[src/rtl/hsd_pkg.sv]
package hsd_pkg;
  localparam int RUN_MAX = 256;
  localparam int CNT_W   = $clog2(RUN_MAX + 1);

  typedef logic [CNT_W-1:0] run_t;

  // consecutive misses needed to drop the verdict
  function automatic run_t loss_lines(input logic [2:0] code);
    if (code[2])      return run_t'(16);
    else if (code[1]) return run_t'(8);
    else if (code[0]) return run_t'(4);
    else              return run_t'(0);
  endfunction

  // consecutive hits needed to raise the verdict; 0 means disabled
  function automatic run_t acq_lines(input logic [3:0] code);
    if (code[3])      return run_t'(256);
    else if (code[2]) return run_t'(128);
    else if (code[1]) return run_t'(64);
    else if (code[0]) return run_t'(32);
    else              return run_t'(0);
  endfunction
endpackage

[src/rtl/hsd_line_timer.sv]
module hsd_line_timer #(
  parameter int LINE_CLKS = 64
) (
  input  logic clk,
  input  logic rst,
  input  logic realign,
  output logic tick
);
  localparam int TW = (LINE_CLKS > 2) ? $clog2(LINE_CLKS) : 1;
  localparam logic [TW-1:0] LAST = TW'(LINE_CLKS - 1);

  logic [TW-1:0] cnt;

  assign tick = realign || (cnt == LAST);

  always_ff @(posedge clk) begin
    if (rst || tick) cnt <= '0;
    else             cnt <= cnt + 1'b1;
  end
endmodule

[src/rtl/hsd_edge_window.sv]
module hsd_edge_window (
  input  logic clk,
  input  logic rst,
  input  logic hsync,
  input  logic tick,
  output logic hit
);
  logic hs_q;
  logic seen;
  logic rise;

  assign rise = hsync && !hs_q;
  assign hit  = seen || rise;

  always_ff @(posedge clk) begin
    if (rst) begin
      hs_q <= 1'b0;
      seen <= 1'b0;
    end else begin
      hs_q <= hsync;
      seen <= tick ? 1'b0 : (seen || rise);
    end
  end
endmodule

[src/rtl/hsd_streak.sv]
module hsd_streak
  import hsd_pkg::*;
(
  input  logic clk,
  input  logic rst,
  input  logic tick,
  input  logic hit,
  input  run_t thr_loss,
  input  run_t thr_acq,
  output logic flag,
  output logic chg,
  output run_t run_cnt
);
  run_t nxt;

  assign nxt = (run_cnt == run_t'(RUN_MAX)) ? run_cnt : run_cnt + 1'b1;

  always_ff @(posedge clk) begin
    if (rst) begin
      flag    <= 1'b0;
      chg     <= 1'b0;
      run_cnt <= '0;
    end else begin
      chg <= 1'b0;
      if (tick) begin
        if (flag == hit) begin
          run_cnt <= '0;
        end else if (flag) begin
          if (nxt >= thr_loss) begin
            flag    <= 1'b0;
            chg     <= 1'b1;
            run_cnt <= '0;
          end else begin
            run_cnt <= nxt;
          end
        end else begin
          if (thr_acq != '0 && nxt >= thr_acq) begin
            flag    <= 1'b1;
            chg     <= 1'b1;
            run_cnt <= '0;
          end else begin
            run_cnt <= nxt;
          end
        end
      end
    end
  end
endmodule

[src/rtl/hsync_presence_det.sv]
module hsync_presence_det
  import hsd_pkg::*;
#(
  parameter int EXT_LINE  = 1,
  parameter int LINE_CLKS = 64
) (
  input  logic       clk,
  input  logic       rst,
  input  logic       hsync,
  input  logic       line_mark,
  input  logic [2:0] loss_code,
  input  logic [3:0] acq_code,
  output logic       sync_ok,
  output logic       sync_chg
);
  logic [2:0] loss_q;
  logic [3:0] acq_q;
  logic       line_tick;
  logic       tmr_tick;
  logic       tmr_realign;
  logic       line_hit;
  run_t       run_cnt;

  always_ff @(posedge clk) begin
    if (rst) begin
      loss_q <= '0;
      acq_q  <= '0;
    end else begin
      loss_q <= loss_code;
      acq_q  <= acq_code;
    end
  end

  generate
    if (EXT_LINE != 0) begin : g_ext
      assign tmr_realign = 1'b0;
      assign line_tick   = line_mark;
    end else begin : g_int
      assign tmr_realign = line_mark;
      assign line_tick   = tmr_tick;
    end
  endgenerate

  hsd_line_timer #(.LINE_CLKS(LINE_CLKS)) u_tmr (
    .clk    (clk),
    .rst    (rst),
    .realign(tmr_realign),
    .tick   (tmr_tick)
  );

  hsd_edge_window u_win (
    .clk  (clk),
    .rst  (rst),
    .hsync(hsync),
    .tick (line_tick),
    .hit  (line_hit)
  );

  hsd_streak u_run (
    .clk     (clk),
    .rst     (rst),
    .tick    (line_tick),
    .hit     (line_hit),
    .thr_loss(loss_lines(loss_q)),
    .thr_acq (acq_lines(acq_q)),
    .flag    (sync_ok),
    .chg     (sync_chg),
    .run_cnt (run_cnt)
  );
endmodule

[config.mk]
export PLATFORM = sky130hd
export DESIGN_NAME = hsync_presence_det
export DESIGN_NICKNAME = d
export VERILOG_FILES = /design/src/rtl/hsd_pkg.sv /design/src/rtl/hsd_line_timer.sv /design/src/rtl/hsd_edge_window.sv /design/src/rtl/hsd_streak.sv /design/src/rtl/hsync_presence_det.sv
export SDC_FILE = /design/constraint.sdc
export NUM_CORES = 1
export LEC_CHECK = 0
export BUFFER_PORTS_ARGS = -buffer_cell sky130_fd_sc_hd__buf_2
export CAP_MARGIN = 15
export CORE_ASPECT_RATIO = 1.4
export CORE_MARGIN = 2
export CORE_UTILIZATION = 40
export DETAILED_ROUTE_END_ITERATION = 6
export MAX_ROUTING_LAYER = met4
export PLACE_DENSITY_LB_ADDON = 0.08
export SYNTH_ARGS = -nofsm -noshare
export SYNTH_HDL_FRONTEND = slang
export SYNTH_HIERARCHICAL = 1
export SYNTH_SLANG_ARGS = --single-unit
[constraint.sdc]
create_clock -name clk -period 4.9 [get_ports clk]
set_input_delay 0.49 -clock clk [delete_from_list [all_inputs] [get_ports clk]]
set_output_delay 0.49 -clock clk [all_outputs]
set_load 0.03 [all_outputs]
==> qor.log <==
INFO  grt            vias_in_the_first_global_route=1,302
INFO  cells_and_area drive_above_1_share=16.6%
INFO  floorplan      die_h=76.7um
INFO  clock_network  cts-hold-fix-buffers=0
INFO  drt            postRouteWirelength=3.11mm
INFO  critical_path  critical_path_peak_fanout=8
INFO  placed_design  place_inst=237
INFO  worst_hold_path worst_hold_path_type=input pin to flip-flop
INFO  floorplan      placement_rows=26
INFO  sta            period_minus_slack=2890ps
INFO  clock_network  cts_sinks=20
INFO  grt            use_met3=2.36%
INFO  critical_path  crit_path_top_delay_cell=dfxtp_1
INFO  critical_path  worst_setup_path_category=flip-flop to flip-flop
INFO  synthesis      yosysSeqAreaShare=26.5%
INFO  synthesis      yosysTopAreaCellShare=26.5%
INFO  drt            drt-initial-drc-count=58
INFO  clock_network  cts_setup_buffers=0
INFO  cells_and_area finalNetCount=231
INFO  critical_path  max_stage_delay=420ps
INFO  grt            antenna_found_initial=0
INFO  drt            drtAntennaViolNets=0
INFO  drt            drcViolationCount=0
INFO  grt            busiest_layer=met2
INFO  sta            rsz_0062_raised_after_global_routing=false
INFO  sta            clock-skew-final=2.84ps
INFO  synthesis      ys_types=42
INFO  sta            tns=0ps
INFO  clock_network  cts_resized=0
INFO  critical_path  crit_chain=ha_1 > nand3_2 > or2_4 > xnor2_1 > ha_1 > a21oi_1 > o22ai_1 > a21oi_1 > nand2b_1 > nand3_4 > o211ai_2
INFO  power          ir_worst_vdd=0.000133V
INFO  synthesis      yosys-top-cells-area=dfxtp_1 (27%), ha_1 (17%), inv_1 (5.0%), nor2b_1 (4.6%), nand2_1 (4.2%)
INFO  cells_and_area area_delta_synth_final=12.6%
INFO  synthesis      synth.yosys.warnings=6
INFO  clock_network  cts-root-buf=clkbuf_8
INFO  grt            grt_use_total=17.2%
INFO  floorplan      top_level_ports=13
INFO  drt            drtPass1Iterations=4
INFO  placed_design  place_congestion=0.845
INFO  cells_and_area final_core_util=46.6%
INFO  flow_run       cap_viol_max_count=0
INFO  cells_and_area antenna_diode_count=0
INFO  grt            global_route.usage.met2=30.6%
INFO  critical_path  reg2reg_setup_slack=2010ps
INFO  grt            global_route_wire_length_before_repair=5.80mm
INFO  placed_design  port_buffers=12
INFO  cells_and_area commonest_non_fill_non_tap_cells_in_the_layout=dfxtp_1 (20), inv_1 (20), ha_1 (20)
INFO  critical_path  worst_ep_arrival_time=3080ps
INFO  drt            wire_per_inst=12.9um
INFO  synthesis      synth-seq-cells=20
INFO  critical_path  critical_path_buf_inv_count=0
INFO  clock_network  htree_levels=1
INFO  clock_network  clockBufferDepth=2
INFO  clock_network  clock_insertion_delay_worst_skew=260ps
INFO  synthesis      synth_top_area_cell=dfxtp_1
INFO  floorplan      floorplan.initialDensity=41.4%
INFO  sta            finalCritPeriodShare=59.1%
INFO  sta            hold_viol=0
INFO  power          powerDensity=202nW/um^2
INFO  drt            viasPerCell=4.98
INFO  synthesis      synth_area_per_cell=8.72squm
INFO  clock_network  clkTransAtPathRegs=70ps
INFO  clock_network  cts_made_buffers=3
INFO  critical_path  crit_family=simple AND/OR/NAND/NOR gates
INFO  critical_path  crit_path_end_kind=flip-flop
INFO  cells_and_area post_layout_nonfiller_instances=241
INFO  floorplan      core-area=3640squm
INFO  critical_path  crit_path_start_kind=flip-flop
INFO  synthesis      netlist_instances=173
INFO  synthesis      mappedNetlistArea=1510squm
INFO  placed_design  post_place_setup_slack=2030ps
INFO  floorplan      die_area=4290squm
INFO  placed_design  hpwlAfterDp=2.59mm
INFO  power          leakage=0.784nW
INFO  sta            final-setup-viol-count=0
INFO  grt            globalRouteOverflowTotal=0
INFO  sta            postLayoutSetupSlackWorst=2010ps
INFO  run_status     status=completed
INFO  sta            maxSlewViolCount=0
INFO  grt            grt_max_degree=14
INFO  drt            vias=1,200
INFO  grt            global_routing_usage_on_met1=19.8%
INFO  clock_network  cts_tree=yes
INFO  sta            highest_clock_rate=0.346GHz
INFO  floorplan      die-width=55.9um
INFO  critical_path  crit_required=5090ps
[area by class of cell]
type,count,area (sq um)
fill,387,1940
multi-input combinational,143,1060
sequential,20,400
inverter,20,75.1
timing repair buffer,12,60.1
clock buffer,4,55.1
tap,42,52.6
[sequential cells by signal, summed over array words and instances (netlist names)]
register       cells
u_run/chg          1
u_win/seen         1
acq_q              4
u_win/hs_q         1
u_run/run_cnt      9
u_run/flag         1
loss_q             3
[report_power, final]
group	internal, mW	switching [mW]	leakage (nW)	total (mW)
registers	0.167	0.00345	0.164	0.171
clock network	0.0715	0.0540	0.0288	0.125
logic	0.0205	0.0269	0.591	0.0474
total	0.259	0.0843	0.784	0.343
[kinds of logic (layout without fill, tap and decap cells)]
logic type / after synthesis / in the layout / synth area share, %
buffers and inverters: 23 / 36 / 6.72
xor gates and xnor gates: 8 / 8 / 5.14
AOI/OAI and AO/OA: 31 / 31 / 15.6
other: 1 / 14 / 0.249
DFF: 20 / 20 / 26.5
and+or+nand+nor: 70 / 70 / 29.2
adders and majority gates: 20 / 20 / 16.6
[worst reg2reg max path: cells and delay by family (launching register included)]
kind,cells,cell delay [ps]
AO/OA/AOI/OAI,4,680
XOR/XNOR,1,270
adder cells (fa/ha/maj),2,540
flip-flops,1,420
AND/OR/NAND/NOR,4,900
[synth_stat cells, drive strengths merged]
cell     number
a21o          2
a21oi        11
a221oi        1
a2bb2oi       1
a41o          5
a41oi         1
and2          4
and2b         1
and3          2
buf           3
conb          1
dfxtp        20
ha           20
inv          20
nand2        17
nand2b        2
nand3         6
nand4         4
nor2         11
nor2b        12
nor3          2
nor3b         2
nor4          1
nor4b         3
o211ai        3
o21a          2
o21ai         4
o22ai         1
or2           2
or2b          1
xnor2         6
xor2          2
[routing by layer]
metal / wire length, um / part of all wire [%]
met1: 1370 / 44
met2: 1650 / 53
met3: 60 / 1.9
met4: 40 / 1.3
met5: 0 / 0
[path summary, 6_finish.rpt]
kind / start / endpoint / cells past startpoint
worst max-delay path: u_run/run_cnt[0]$_SDFFE_PP0P_ / u_run/run_cnt[5]$_SDFFE_PP0P_ / 11
worst max register to register: u_run/run_cnt[0]$_SDFFE_PP0P_ / u_run/run_cnt[5]$_SDFFE_PP0P_ / 11
worst min-delay path: loss_code[1] / loss_q[1]$_SDFF_PP0_ / 2
worst min register to register: u_win/seen$_SDFF_PP0_ / u_win/seen$_SDFF_PP0_ / 1
[per-stage QoR]
stage                     cell area (sq um)  hold slack (ps)  power (mW)
after floorplan                        1560              433       0.208
after global placement                 1640              440       0.220
after detailed placement               1640              445       0.222
after CTS                              1700              434       0.349
after global routing                   1700              456       0.365
final                                  1700              438       0.343
Note: power is estimated with default switching activity, not from simulation.
